`src/rtl/shift_unit_pkg.sv`:
```
package shift_unit_pkg;
  localparam logic [2:0] OP_SHL = 3'd4;
  localparam logic [2:0] OP_SHR = 3'd5;
  localparam logic [2:0] OP_SAR = 3'd7;

  typedef struct packed {
    logic cf;
    logic of;
    logic sf;
    logic zf;
    logic pf;
  } flags_t;
endpackage

```
`src/rtl/shift_core.sv`:
```
// One operand width: computes shifted value and last bit out (count >= 1).
module shift_core
  import shift_unit_pkg::*;
#(
  parameter int W      = 8,
  parameter int DATA_W = 32,
  parameter int SH_W   = 5
) (
  input  logic [2:0]        op_i,
  input  logic [SH_W-1:0]   cnt_i,
  input  logic [W-1:0]      opnd_i,
  output logic [DATA_W-1:0] res_o,
  output logic              cy_o
);
  logic [W:0] left_w;
  logic [W:0] guard_w;
  logic [W:0] right_w;
  logic       fill;

  assign left_w  = {1'b0, opnd_i} << cnt_i;
  assign guard_w = {opnd_i, 1'b0};
  assign fill    = (op_i == OP_SAR) & opnd_i[W-1];
  // invert-shift-invert gives a sign fill without a wider datapath
  assign right_w = fill ? ~((~guard_w) >> cnt_i) : (guard_w >> cnt_i);

  always_comb begin
    if (op_i == OP_SHL) begin
      res_o = DATA_W'(left_w[W-1:0]);
      cy_o  = left_w[W];
    end else begin
      res_o = DATA_W'(right_w[W:1]);
      cy_o  = right_w[0];
    end
  end
endmodule

```
`src/rtl/flag_gen.sv`:
```
module flag_gen
  import shift_unit_pkg::*;
#(
  parameter int DATA_W = 32,
  parameter int SH_W   = 5
) (
  input  logic [1:0]        size_idx_i,
  input  logic [2:0]        op_i,
  input  logic [SH_W-1:0]   cnt_i,
  input  logic [DATA_W-1:0] res_i,
  input  logic              src_top_i,
  input  logic              cy_i,
  output flags_t            flags_o
);
  logic res_top;
  logic ovf;

  always_comb begin
    case (size_idx_i)
      2'd0:    res_top = res_i[7];
      2'd1:    res_top = res_i[15];
      default: res_top = res_i[DATA_W-1];
    endcase
  end

  always_comb begin
    ovf = 1'b0;
    if (cnt_i == SH_W'(1)) begin
      case (op_i)
        OP_SHL:  ovf = res_top ^ cy_i;
        OP_SHR:  ovf = src_top_i;
        default: ovf = 1'b0;
      endcase
    end
  end

  assign flags_o.cf = cy_i;
  assign flags_o.of = ovf;
  assign flags_o.sf = res_top;
  assign flags_o.zf = (res_i == '0);
  assign flags_o.pf = ~^res_i[7:0];
endmodule

```
`src/rtl/shift_flag_unit.sv`:
```
module shift_flag_unit
  import shift_unit_pkg::*;
#(
  parameter int DATA_W = 32,
  parameter int CNT_W  = 8
) (
  input  logic              clk_i,
  input  logic              rst_ni,
  input  logic              valid_i,
  input  logic [2:0]        op_i,
  input  logic [1:0]        size_i,
  input  logic [CNT_W-1:0]  cnt_i,
  input  logic [DATA_W-1:0] operand_i,
  input  logic              cf_i,
  input  logic              of_i,
  input  logic              sf_i,
  input  logic              zf_i,
  input  logic              pf_i,
  output logic [DATA_W-1:0] result_o,
  output logic              cf_o,
  output logic              of_o,
  output logic              sf_o,
  output logic              zf_o,
  output logic              pf_o,
  output logic              flag_we_o
);
  localparam int SH_W      = $clog2(DATA_W);
  localparam int NUM_SIZES = $clog2(DATA_W / 8) + 1;
  localparam logic [1:0] MAX_IDX = 2'(NUM_SIZES - 1);

  logic [SH_W-1:0]   cnt_eff;
  logic              unused_cnt;
  logic              op_ok;
  logic              active;
  logic [1:0]        sz_idx;
  logic [DATA_W-1:0] res_s  [NUM_SIZES];
  logic [DATA_W-1:0] opnd_s [NUM_SIZES];
  logic              cy_s   [NUM_SIZES];
  logic              top_s  [NUM_SIZES];
  flags_t            calc_flags;
  flags_t            in_flags;
  flags_t            flags_q;
  logic [DATA_W-1:0] result_q;
  logic              we_q;

  assign cnt_eff    = cnt_i[SH_W-1:0];
  assign unused_cnt = ^cnt_i;
  assign op_ok      = (op_i == OP_SHL) || (op_i == OP_SHR) || (op_i == OP_SAR);
  assign active     = op_ok && (cnt_eff != '0);
  assign sz_idx     = (size_i >= MAX_IDX) ? MAX_IDX : size_i;
  assign in_flags   = '{cf: cf_i, of: of_i, sf: sf_i, zf: zf_i, pf: pf_i};

  for (genvar g = 0; g < NUM_SIZES; g++) begin : g_size
    localparam int W = 8 << g;
    shift_core #(.W(W), .DATA_W(DATA_W), .SH_W(SH_W)) u_core (
      .op_i   (op_i),
      .cnt_i  (cnt_eff),
      .opnd_i (operand_i[W-1:0]),
      .res_o  (res_s[g]),
      .cy_o   (cy_s[g])
    );
    assign opnd_s[g] = DATA_W'(operand_i[W-1:0]);
    assign top_s[g]  = operand_i[W-1];
  end

  flag_gen #(.DATA_W(DATA_W), .SH_W(SH_W)) u_flags (
    .size_idx_i (sz_idx),
    .op_i       (op_i),
    .cnt_i      (cnt_eff),
    .res_i      (res_s[sz_idx]),
    .src_top_i  (top_s[sz_idx]),
    .cy_i       (cy_s[sz_idx]),
    .flags_o    (calc_flags)
  );

  always_ff @(posedge clk_i or negedge rst_ni) begin
    if (!rst_ni) begin
      result_q <= '0;
      flags_q  <= '0;
      we_q     <= 1'b0;
    end else begin
      we_q <= valid_i && active;
      if (valid_i) begin
        result_q <= active ? res_s[sz_idx] : opnd_s[sz_idx];
        flags_q  <= active ? calc_flags : in_flags;
      end
    end
  end

  assign result_o  = result_q;
  assign cf_o      = flags_q.cf;
  assign of_o      = flags_q.of;
  assign sf_o      = flags_q.sf;
  assign zf_o      = flags_q.zf;
  assign pf_o      = flags_q.pf;
  assign flag_we_o = we_q;

  AST_WE_IDLE: assert property (@(posedge clk_i) disable iff (!rst_ni)
    !valid_i |=> !flag_we_o);
  AST_HOLD_RESULT: assert property (@(posedge clk_i) disable iff (!rst_ni)
    !valid_i |=> $stable(result_o) && $stable(cf_o));
  AST_ZERO_COUNT_PASS: assert property (@(posedge clk_i) disable iff (!rst_ni)
    valid_i && (cnt_i[SH_W-1:0] == '0) |=>
      !flag_we_o && (cf_o == $past(cf_i)) && (of_o == $past(of_i)));
  AST_MULTI_NO_OVF: assert property (@(posedge clk_i) disable iff (!rst_ni)
    valid_i && op_ok && (cnt_i[SH_W-1:0] > SH_W'(1)) |=> !of_o);
  AST_SAR_ONE_OVF: assert property (@(posedge clk_i) disable iff (!rst_ni)
    valid_i && (op_i == OP_SAR) && (cnt_i[SH_W-1:0] == SH_W'(1)) |=> !of_o);
  AST_NARROW_UPPER: assert property (@(posedge clk_i) disable iff (!rst_ni)
    valid_i && (size_i == 2'd0) |=> (result_o[DATA_W-1:8] == '0));
  AST_BAD_OP_NO_WE: assert property (@(posedge clk_i) disable iff (!rst_ni)
    valid_i && !op_ok |=> !flag_we_o);
endmodule

```
`config.mk`:
```
export PLATFORM = sky130hd
export DESIGN_NAME = shift_flag_unit
export DESIGN_NICKNAME = d
export VERILOG_FILES = /design/src/rtl/shift_unit_pkg.sv /design/src/rtl/shift_core.sv /design/src/rtl/flag_gen.sv /design/src/rtl/shift_flag_unit.sv
export SDC_FILE = /design/constraint.sdc
export NUM_CORES = 1
export LEC_CHECK = 0
export ABC_AREA = 0
export ABC_CLOCK_PERIOD_IN_PS = 1600
export BUFFER_PORTS_ARGS = -buffer_cell sky130_fd_sc_hd__buf_2
export CORE_MARGIN = 2
export CORE_UTILIZATION = 36
export DETAILED_ROUTE_END_ITERATION = 10
export HOLD_SLACK_MARGIN = 0.03
export MAX_ROUTING_LAYER = met4
export PLACE_DENSITY_LB_ADDON = 0.08
export SLEW_MARGIN = 20
export SYNTH_ARGS = -nofsm -noshare
export SYNTH_HDL_FRONTEND = slang
export SYNTH_HIERARCHICAL = 1
export SYNTH_SLANG_ARGS = --single-unit
```
`constraint.sdc`:
```
create_clock -name clk_i -period 1.6 [get_ports clk_i]
set_input_delay 0.08 -clock clk_i [delete_from_list [all_inputs] [get_ports clk_i]]
set_output_delay 0.08 -clock clk_i [all_outputs]
set_load 0.02 [all_outputs]
```
=== After elaboration in Yosys (flattened, before gate mapping) ===
Index checks and enable logic that the tools add are counted.
W data, S select, Z words.

* $lt $le $gt $ge: 2
* Equal/unequal tests: 5
* Shift-type cells: 9
* Muxes and demuxes: 27
* Bitwise operators: 11
* Reduce and logical (&&, ||, !) cells: 8

{| class="wikitable"
|+ Operators with widths
! operator !! count
|-
| $mux W32 || 6
|-
| $bmux W32 S2 || 2
|-
| $not A33 Y33 || 2
|-
| $shr A33 B5 Y33 || 2
|-
| $not A17 Y17 || 2
|-
| $shr A17 B5 Y17 || 2
|-
| $mux W33 || 1
|-
| $shl A32 B5 Y33 || 1
|-
| $logic_not A32 Y1 || 1
|-
| $not A9 Y9 || 2
|-
| $shr A9 B5 Y9 || 2
|-
| $mux W17 || 1
|-
| $shl A16 B5 Y17 || 1
|-
| $mux W16 || 1
|-
| $eq A3 B3 Y1 const B || 3
|-
| $mux W9 || 1
|-
| $shl A8 B5 Y9 || 1
|-
| $mux W1 || 8
|-
| $mux W8 || 1
|-
| $reduce_xnor A8 Y1 || 1
|-
| $eq A5 B1 Y1 const B || 1
|-
| $mux W5 || 1
|-
| $reduce_bool A5 Y1 || 1
|-
| $bmux W1 S2 || 2
|-
| other kinds (11) || 16
|}

* Bits in registers: 38
* Word-level logic and storage cells: 69
* Input port bits: 53
* Output and inout bits: 38

=== Longest topological paths before layout ===
* Depth after elaboration: 13
* Mapped depth: 18
* Gate-level depth less buffers: 13

=== Cells and area by module ===
The synthesis kept the hierarchy.

{| class="wikitable"
|+ Modules (own cells, without submodules)
! module !! seq. area each (um^2) !! cells an instance !! instances !! area an instance (um^2)
|-
| shift_core at g_size[2].u_core || 0.0 || 530 || 1 || 4385.5
|-
| shift_flag_unit || 950.9 || 292 || 1 || 2544.9
|-
| shift_core at g_size[1].u_core || 0.0 || 278 || 1 || 2154.6
|-
| shift_core at g_size[0].u_core || 0.0 || 119 || 1 || 915.9
|-
| flag_gen || 0.0 || 39 || 1 || 290.3
|}

=== Worst setup path before layout ===
Ideal clock, no wire load.

* Path type: input port to flip-flop
* Start point: input cnt_i[2]
* End point: register flags_q, in the netlist of_o
* Data arrival time: 2.799 ns
* Cell stages on the path: 14
* Slack: -1.321 ns
* Required time: 1.477 ns
* Buffers on the path: 4
* Path through: buf_2 -> buf_4 -> buf_2 -> mux4_2 -> mux2_2 -> o2bb2ai_1 -> o31a_1 -> nand2_1 -> o21ai_0 -> mux2_4 -> o41ai_1 -> nor3_2 -> buf_4 -> o221a_2

{| class="wikitable"
|+ RTL lines
! what !! line !! source
|-
| start: declaration || shift_flag_unit.sv:12 || <nowiki>input logic [CNT_W-1:0] cnt_i,</nowiki>
|-
| end signal: assignment || shift_flag_unit.sv:85 || <nowiki>flags_q <= active ? calc_flags : in_flags;</nowiki>
|-
| end: declaration || shift_flag_unit.sv:42 || <nowiki>flags_t flags_q;</nowiki>
|}

==> metrics.md <==
| Metric | Value |
|---|---|
| Rel. slew slack | `0.636` |
| P per Cell Area | `505 nW/µm²` |
| Top post-synthesis cells by area | `mux4_2 (17%), mux2i_1 (9.5%), dfrtp_1 (9.2%), nand2_1 (5.7%), mux2_2 (4.3%)` |
| Max-slew violations | `0` |
| # IOs | `91` |
| Global-route total usage across every layer | `0.358` |
| Initial antenna violation count | `0` |
| Initial DRC count | `1,206` |
| Antenna-violating nets left | `0` |
| Hpwl dp | `42.9 mm` |
| Data arrival, critical path | `2.84 ns` |
| Slowest cell on crit path | `mux4_2` |
| Multi-input gate area | `between 9000 and 10,000 µm²` |
| Leak | `6.96 nW` |
| Avg Cell Area, Syn | `8.18 µm²` |
| Root Driver | `clkbuf_16` |
| Fin Hold WS | `0.0720 ns` |
| Final setup skew | `0 ns` |
| EDFF count, synth | `0` |
| Die Ht | `173 µm` |
| Kind of start point of the critical path | `primary input` |
| DRC Markers | `0` |
| Initial Utilization | `0.368` |
| NumNets Final | `between 1,500 and 2,000` |
| Clock Latency Late Sink | `0.28 ns` |
| Antenna Cells | `0` |
| Chip width | `173 µm` |
| Final period util | `1.64` |
| Cell breakdown of the critical path | `clkbuf_16, buf_12, buf_12, mux4_2, mux2_4, mux2_4, a22oi_2, o21ai_2, nand2_1, o21ai_2, nor4_1, nand4_1, nor2_1, o221a_2` |
| Unrepaired setup endpoints after global routing | `true` |
| Layout area overhead | `56.9%` |
| Status | `complete, but fails checks` |
| Top cells by count, synth | `nand2_1 (156), nor2_1 (106), mux2i_1 (98), o21ai_0 (86), mux4_2 (78)` |
| Final min period | `2.62 ns` |
| Syn Inst Count | `1,258` |
| Final setup violation count | `37` |
| Final worst slack | `-1.02 ns` |
| Setup slack, reg-to-reg | `just under 0.7 ns` |
| Sum Neg Setup Slack | `-23.68 ns` |
| Clk sinks | `38` |
| Worst-path clk slew | `around 0.060 ns` |
| Row cnt | `a little over 60` |
| Die ar. | `30,000 µm²` |
| Final hold violations | `0` |
| First-pass GRT wire length | `79.7 mm` |
| Tightest Pin Transition | `0.542 ns` |
| Vias/cell | `slightly above 6` |
| Max cap viols | `0` |
| Seq/Total Area, Yosys | `0.0924` |
| Port Buffers | `87` |
| Share of cells above drive strength 1 | `0.558` |
| CTS tree | `yes` |
| CTS buffer count | `5` |
| Synth unique cells | `94` |
| Req. time, crit path | `1.82 ns` |
| CP endpoint kind | `flip-flop` |
| Placed cell areas | `14,100 µm²` |
| Sequential cell area | `951 µm²` |
| Grt total ovfl | `0` |
| Vias in the first global route | `12,199` |
| Cell accounting for the most synthesized area | `mux4_2` |
| Total detailed-routing wirelength | `54.2 mm` |
| # fillers | `2,642` |
| Synth warn | `6` |
| Top cell type's share of synthesized area | `0.171` |
| Final Power | `8.16 mW` |
| Vias after detailed routing | `12,851` |
| Final instance area | `16,200 µm²` |
| Max clock buf depth | `2` |
| 1st-pass router iterations | `8` |
| Main flop type after synthesis | `dfrtp_1` |
| Largest net degree at the start of global routing | `41` |
| Critical path class | `in2reg` |
| FMAX | `382 MHz` |
| Failing checks | `setup timing` |
| CP peak stage delay | `0.58 ns` |
| Worst vdd ir | `approximately 0.00044 V` |
| Average wire per standard cell | `25.9 µm` |
| Synth Cell Area | `10,300 µm²` |
| Worst slack at placement | `-1.60 ns` |
| CP Max Fanout | `7` |
| Core area | `between 20,000 and 30,000 µm²` |
| Final GP Congestion | `0.993` |
| Post-synthesis async set-or-reset flop share | `1.00` |
| Top-count cell post-synth | `nand2_1` |
| Post-synthesis register bit count | `38` |
| HP Class | `in2reg` |
| Htree depth | `2` |
[final cells by class]
class / instances / area share
clock buffers: 5 / 0.00775
repair buffers: 583 / 0.302
inverters: 23 / 0.00550
flip-flops and latches: 38 / 0.0589
clock inverters: 3 / 0.00248
multi-input cells: 1066 / 0.594
well taps: 378 / 0.0293
[flip-flops by register name, indices dropped and copies added, names as in the netlist]
register	cells
of_o	1
cf_o	1
flag_we_o	1
result_o	32
sf_o	1
zf_o	1
pf_o	1
[cell families after synthesis]
| group | after synthesis | share of synthesized area |
|---|---|---|
| adders and majority gates | 4 | 0.00486 |
| and+or+nand+nor | 421 | 0.195 |
| muxes | 230 | 0.343 |
| DFF | 38 | 0.0924 |
| buffers and inverters | 192 | 0.109 |
| xor gates and xnor gates | 4 | 0.00340 |
| other | 2 | 0.000730 |
| AOI/OAI and AO/OA | 367 | 0.252 |
[path summary, 6_finish.rpt]
kind	cells past startpoint	end	startpoint
setup / recovery	14	zf_o$_DFFE_PN0P_	cnt_i[0]
hold / removal	2	cf_o$_DFFE_PN0P_	cf_i
setup reg to reg	2	pf_o$_DFFE_PN0P_	pf_o$_DFFE_PN0P_
hold reg to reg	1	result_o[19]$_DFFE_PN0P_	result_o[19]$_DFFE_PN0P_
max in group asynchronous	3	result_o[3]$_DFFE_PN0P_	rst_ni
min in group asynchronous	3	flag_we_o$_DFF_PN0_	rst_ni
[stage by stage]
step | instances | util
after CTS | 2083 | 0.548
after detailed placement | 2047 | 0.506
final | 2096 | 0.578
after global routing | 2096 | 0.578
after global placement | 2047 | 0.506
after floorplan | 1296 | -
[routing by layer]
| layer | global-route usage | vias up | routed length (µm) |
|---|---|---|---|
| li1 | - | 5738 | - |
| met3 | 0.0323 | 115 | 3370 |
| met5 | - | - | 0 |
| met2 | 0.555 | 598 | 24600 |
| met4 | 0.142 | 0 | 2800 |
| met1 | 0.482 | 6400 | 23400 |
[critical path: cells and delay by family]
family	cells	cell delay [ns]
mux	3	1.20
buf+inv	3	0.43
compound gates	4	0.54
simple gates	4	0.55
[power breakdown]
part           leakage, nW  switching [mW]  internal [mW]  total, mW
combinational         6.43            3.04           2.81       5.84
sequential           0.446          0.0853           1.09       1.18
clock               0.0836           0.401          0.730       1.13
[layout by cell type (no fill, tap or decap), types with 33 or more instances in the layout]
cell type,n
a21oi_1,43
buf_12,33
buf_2,75
buf_4,422
buf_6,42
conb_1,40
dfrtp_1,38
mux2i_1,82
mux4_2,86
nand2_1,149
nor2_1,91
o21ai_0,36
o21ai_2,38
[repair_timing]
item	CTS	global route
setup endpoints to repair	38	38
buffers inserted	23	19
resized for setup	180	170
endpoints found under the hold margin	38	0
hold buffers	1	0
gates cloned	6	0
pin swaps	66	79
(Power assumes the default switching activity.)
